--- config.mk ---
export PLATFORM = sky130hd
export DESIGN_NAME = pwm_chan_timer
export DESIGN_NICKNAME = d
export VERILOG_FILES = /design/src/rtl/pwm_pkg.sv /design/src/rtl/pwm_run_gate.sv /design/src/rtl/pwm_shadow.sv /design/src/rtl/pwm_counter.sv /design/src/rtl/pwm_wave.sv /design/src/rtl/pwm_chan_timer.sv
export SDC_FILE = /design/constraint.sdc
export NUM_CORES = 1
export LEC_CHECK = 0
export ABC_AREA = 1
export BUFFER_PORTS_ARGS = -buffer_cell sky130_fd_sc_hd__buf_2
export CAP_MARGIN = 20
export CORE_ASPECT_RATIO = 1.1
export CORE_MARGIN = 1.5
export CORE_UTILIZATION = 35
export CTS_BUF_LIST = sky130_fd_sc_hd__clkbuf_8
export CTS_CLUSTER_SIZE = 28
export DETAILED_ROUTE_END_ITERATION = 12
export PLACE_DENSITY = 0.61
export SYNTH_ARGS = -nofsm -noshare
export SYNTH_HDL_FRONTEND = slang
export SYNTH_SLANG_ARGS = --single-unit
--- constraint.sdc ---
create_clock -name clk_i -period 3.4 [get_ports clk_i]
set_clock_uncertainty 0.15 [all_clocks]
set_input_delay 0.68 -clock clk_i [delete_from_list [all_inputs] [get_ports clk_i]]
set_output_delay 0.68 -clock clk_i [all_outputs]
set_load 0.03 [all_outputs]
--- src/rtl/pwm_pkg.sv ---
package pwm_pkg;
  typedef enum logic {
    DIR_UP = 1'b0,
    DIR_DN = 1'b1
  } dir_e;

  typedef struct packed {
    logic [7:0] per;
    logic [7:0] dty;
  } pwm_cfg_t;
endpackage

--- src/rtl/pwm_run_gate.sv ---
module pwm_run_gate (
  input  logic clk_i,
  input  logic rst_ni,
  input  logic en_i,
  input  logic tick_i,
  output logic run_o
);
  logic run_q;

  // rises only with a tick, drops as soon as enable goes low
  always_ff @(posedge clk_i or negedge rst_ni) begin
    if (!rst_ni) run_q <= 1'b0;
    else         run_q <= en_i & (run_q | tick_i);
  end

  assign run_o = run_q;
endmodule

--- src/rtl/pwm_shadow.sv ---
module pwm_shadow #(
  parameter int W = 8
) (
  input  logic         clk_i,
  input  logic         rst_ni,
  input  logic         load_i,
  input  logic [W-1:0] per_i,
  input  logic [W-1:0] dty_i,
  output logic [W-1:0] per_o,
  output logic [W-1:0] dty_o
);
  logic [W-1:0] per_q, dty_q;

  always_ff @(posedge clk_i or negedge rst_ni) begin
    if (!rst_ni) begin
      per_q <= '0;
      dty_q <= '0;
    end else if (load_i) begin
      per_q <= per_i;
      dty_q <= dty_i;
    end
  end

  assign per_o = per_q;
  assign dty_o = dty_q;
endmodule

--- src/rtl/pwm_counter.sv ---
module pwm_counter
  import pwm_pkg::*;
#(
  parameter int W = 8
) (
  input  logic         clk_i,
  input  logic         rst_ni,
  input  logic         run_i,
  input  logic         tick_i,
  input  logic         center_i,
  input  logic         clr_i,
  input  logic [W-1:0] per_i,
  output logic [W-1:0] cnt_o,
  output logic         zero_step_o
);
  localparam logic [W:0] ONE_X = {{W{1'b0}}, 1'b1};

  logic [W-1:0] cnt_q, cnt_n;
  dir_e         dir_q, dir_n;
  logic         step;
  logic [W:0]   cnt_inc;

  assign step    = run_i & tick_i & ~clr_i;
  assign cnt_inc = {1'b0, cnt_q} + ONE_X;

  always_comb begin
    cnt_n = cnt_q;
    dir_n = dir_q;
    if (!center_i) begin
      dir_n = DIR_UP;
      if (cnt_inc >= {1'b0, per_i}) cnt_n = '0;
      else                          cnt_n = cnt_inc[W-1:0];
    end else if (per_i == '0) begin
      cnt_n = '0;
      dir_n = DIR_UP;
    end else if (dir_q == DIR_UP) begin
      if (cnt_q >= per_i) begin
        // stray value above the turn point: head down
        cnt_n = cnt_q - 1'b1;
        dir_n = DIR_DN;
      end else begin
        cnt_n = cnt_inc[W-1:0];
        dir_n = (cnt_inc == {1'b0, per_i}) ? DIR_DN : DIR_UP;
      end
    end else begin
      if (cnt_q == '0) begin
        cnt_n = '0;
        dir_n = DIR_UP;
      end else begin
        cnt_n = cnt_q - 1'b1;
        dir_n = (cnt_q == {{(W-1){1'b0}}, 1'b1}) ? DIR_UP : DIR_DN;
      end
    end
  end

  always_ff @(posedge clk_i or negedge rst_ni) begin
    if (!rst_ni) begin
      cnt_q <= '0;
      dir_q <= DIR_UP;
    end else if (clr_i) begin
      cnt_q <= '0;
      dir_q <= DIR_UP;
    end else if (step) begin
      cnt_q <= cnt_n;
      dir_q <= dir_n;
    end
  end

  assign cnt_o       = cnt_q;
  assign zero_step_o = step & (cnt_n == '0);
endmodule

--- src/rtl/pwm_wave.sv ---
module pwm_wave #(
  parameter int W = 8
) (
  input  logic         run_i,
  input  logic         pol_i,
  input  logic [W-1:0] cnt_i,
  input  logic [W-1:0] per_i,
  input  logic [W-1:0] dty_i,
  output logic         pwm_o
);
  logic active;

  always_comb begin
    if (!run_i)              active = 1'b0;
    else if (dty_i == '0)    active = 1'b0;
    else if (dty_i >= per_i) active = 1'b1;
    else                     active = (cnt_i < dty_i);
  end

  assign pwm_o = active ? pol_i : ~pol_i;
endmodule

--- src/rtl/pwm_chan_timer.sv ---
module pwm_chan_timer
  import pwm_pkg::*;
#(
  parameter int W = 8
) (
  input  logic         clk_i,
  input  logic         rst_ni,
  input  logic         tick_i,
  input  logic         en_i,
  input  logic         pol_i,
  input  logic         center_i,
  input  logic [W-1:0] per_i,
  input  logic [W-1:0] dty_i,
  input  logic         cnt_clr_i,
  output logic         pwm_o,
  output logic [W-1:0] cnt_o
);
  logic         run_q;
  logic         zero_step;
  logic         load;
  logic [W-1:0] per_a, dty_a;
  logic [W-1:0] cnt;

  pwm_run_gate i_gate (
    .clk_i  (clk_i),
    .rst_ni (rst_ni),
    .en_i   (en_i),
    .tick_i (tick_i),
    .run_o  (run_q)
  );

  assign load = cnt_clr_i | ~run_q | zero_step;

  pwm_shadow #(.W(W)) i_shadow (
    .clk_i  (clk_i),
    .rst_ni (rst_ni),
    .load_i (load),
    .per_i  (per_i),
    .dty_i  (dty_i),
    .per_o  (per_a),
    .dty_o  (dty_a)
  );

  pwm_counter #(.W(W)) i_cnt (
    .clk_i       (clk_i),
    .rst_ni      (rst_ni),
    .run_i       (run_q),
    .tick_i      (tick_i),
    .center_i    (center_i),
    .clr_i       (cnt_clr_i),
    .per_i       (per_a),
    .cnt_o       (cnt),
    .zero_step_o (zero_step)
  );

  pwm_wave #(.W(W)) i_wave (
    .run_i (run_q),
    .pol_i (pol_i),
    .cnt_i (cnt),
    .per_i (per_a),
    .dty_i (dty_a),
    .pwm_o (pwm_o)
  );

  assign cnt_o = cnt;
endmodule

==> impl_metrics.tcl <==
set metrics [dict create \
    clock_sinks 26 \
    grt_first_pass_wirelength_um 11240 \
    final_common_cell "nand2_1" \
    cpMostUsedCell "nand2_1" \
    ios 32 \
    numCtsBuffers 3 \
    min_path_type "in2async" \
    crit_family "simple AND/OR/NAND/NOR gates" \
    final_cell_mix "nand2_1, inv_1, nand3_1, ha_1, buf_2" \
    synth-seq-cells 26 \
    root_buffer "clkbuf_8" \
    period_share 0.9115 \
    max_cap_violations 0 \
    grt_pass1_vias 2369 \
    antenna_found_initial 0 \
    synth-simple-area-share 0.3744 \
    drtIter0Drc 122 \
    wl_per_cell_um 14.07 \
    status "complete, no violations" \
    slew_headroom 0.4596 \
    synth_top_family_by_area "simple AND/OR/NAND/NOR gates" \
    synth_fp_nets 413 \
    dieArea_mm2 0.008133 \
    dp_hpwl_um 5281 \
    initial_core_util 0.3599 \
    drtAntennaViolNets 0 \
    post-place-cells 472 \
    wl_um 6695 \
    report.final.slew_viol_count 0 \
    syn_area_per_cell_um2 7.493 \
    grt_max_degree 27 \
    setup_viol 0 \
    area_growth_pct 12.18 \
    path_buf_inv 3 \
    critical_path.max_stage_delay_ns 0.55 \
    firstDrtPassIters 4 \
    ctsLongestPathBuffers 2 \
    diodes 0 \
    ys_seq_area_frac 0.2446 \
    grt_overflow 0 \
    p_leak_uw 0.001663 \
    die_width_um 86.12 \
    crit_path_cell_trace "inv_2, nor2_1, inv_1, nand2_1, inv_1, ha_1, nand2_1, nor2_1, nand2_1, nand3_1, nand2_1, nand2_1, nand2_1, nand3_2, o21ai_1, nand2_2, nand2_2, nor2_4, nand2_4, nand2_8, nand2_1, nand2_1" \
    n_fill_cell 757 \
    synthMuxAreaShare 0 \
    dpl_cell_area_mm2 0.002895 \
    timing.final.hold_violations 0 \
    rows 33 \
    clock_latency_ns 0.29 \
    die_h_um 94.44 \
    synth_warnings 0 \
    worstPathRequired_ns 3.43 \
    rsz0062_at_grt "no" \
    tritoncts "built" \
    htree_num_levels 1 \
    stdcell_count 476 \
    fin_total_pwr_uw 855.2 \
    layout-drive-gt1-share 0.2519 \
    vias 2426 \
    synth_compound_area_frac 0.09360 \
    cp_max_fo 17 \
    grt_use_total 0.1752 \
    numPortBuffers 31 \
    synthCells 355 \
    end_kind "flop" \
    drt_drc_violations_left 0 \
    peakVddDrop_mv 0.1523 \
    timing.fmax_ghz 0.3227 \
    post_cts_buffers 0 \
    design.core.area_mm2 0.007391 \
    power_density_mw_per_mm2 286.6 \
    design_area_mm2 0.002984 \
    ys_types 36 \
    worst_pin_slew_ns 0.8097 \
    worstPathArrival_ns 3.13 \
    gp_congestion 0.9684 \
    syn_area_mm2 0.002660 \
    avgViaCountPerCell 5.097 \
    startpoint_type "flop" \
    timing.final.crit_period_ns 3.099 \
    final_util 0.4038 \
    synth_fa_ha_area_frac 0.1646 \
    synth_xor_xnor_area_share 0.02305 \
    nNetsFinal 448 \
    tns_ns 0 \
    slowest_stage "dfrtp_2" \
    criticalPathCategory "reg2reg" \
    clkTransAtPathRegs_ns 0.11 \
]
==> stage by stage <==
stage          hold slack, ns  worst slack [ns]
2_1_floorplan          0.2344            0.3914
3_3_place_gp           0.3499            0.1966
3_5_place_dp           0.3528            0.1604
4_1_cts                0.2732           0.05396
5_1_grt                0.2938           0.01076
6_report               0.2508            0.3008
==> cell families after synthesis <==
| logic type | Yosys count |
|---|---|
| buffers and inverters | 60 |
| xor gates and xnor gates | 7 |
| adders and majority gates | 35 |
| and+or+nand+nor | 186 |
| DFF | 26 |
| AOI/OAI and AO/OA | 41 |
==> state kept, by name (all words and copies together) (netlist names) <==
register	cells
i_cnt.cnt_o	8
i_cnt.dir_q	1
i_gate.run_o	1
i_shadow.dty_o	8
i_shadow.per_o	8
==> synth_stat cells, drive strengths merged <==
| master | n | area [µm²] |
|---|---|---|
| nand2 | 106 | 491.7 |
| inv | 55 | 206.4 |
| nand3 | 39 | 227.7 |
| ha | 35 | 437.9 |
| dfrtp | 26 | 650.6 |
| nor2 | 26 | 172.7 |
| a21oi | 15 | 78.83 |
| o21ai | 13 | 76.32 |
| nand4 | 12 | 81.33 |
| xor2 | 6 | 52.55 |
| buf | 5 | 58.80 |
| o22ai | 4 | 25.02 |
| a31oi | 2 | 12.51 |
| nor4 | 2 | 12.51 |
| o21a | 2 | 15.01 |
| a21boi | 1 | 7.510 |
| a41oi | 1 | 8.760 |
| nor3 | 1 | 10.01 |
| o2111ai | 1 | 8.760 |
| o211ai | 1 | 7.510 |
| o221ai | 1 | 8.760 |
| xnor2 | 1 | 8.760 |
==> timing repair <==
action	CTS	global route
endpoints found under the setup margin	0	16
hold buffers	0	0
gates resized for setup	0	6
==> path summary, 6_finish.rpt <==
kind / cells past startpoint / slack [ns] / from / end
min reg2reg: 2 / 0.37 / i_shadow.per_o[6] / i_shadow.per_o[6]
min in group clk_i: 2 / 0.37 / i_shadow.per_o[6] / i_shadow.per_o[6]
min: 1 / 0.25 / rst_ni / i_gate.run_o
max in group asynchronous: 1 / 2.40 / rst_ni / i_cnt.cnt_o[3]
max: 22 / 0.30 / i_cnt.cnt_o[3] / i_shadow.dty_o[1]
max reg2reg: 22 / 0.30 / i_cnt.cnt_o[3] / i_shadow.dty_o[1]
==> report_power, final <==
| part | leakage [µW] | internal (µW) | switching, µW |
|---|---|---|---|
| Sequential | 0.000321 | 329 | 21.2 |
| Combinational | 0.00131 | 85.6 | 145 |
| Clock | 0.0000357 | 158 | 116 |
==> final cells by class <==
type                    count  area (µm²)  share of cell area
clock buffers               3       41.29             0.01384
clock inverters             1       30.03             0.01006
inverters                  55       206.4             0.06918
multi-input cells         269        1757              0.5887
flip-flops and latches     26       655.6              0.2197
well taps                  87       108.9             0.03648
repair buffers             35       185.2             0.06205
==> per-layer routing <==
| metal | routed length [µm] | global-route usage |
|---|---|---|
| met5 | 0 | 0 |
| met2 | 3196 | 0.2992 |
| met1 | 3159 | 0.2346 |
| met3 | 233 | 0.02360 |
| met4 | 106 | 0.04167 |
(Power assumes the default switching activity.)
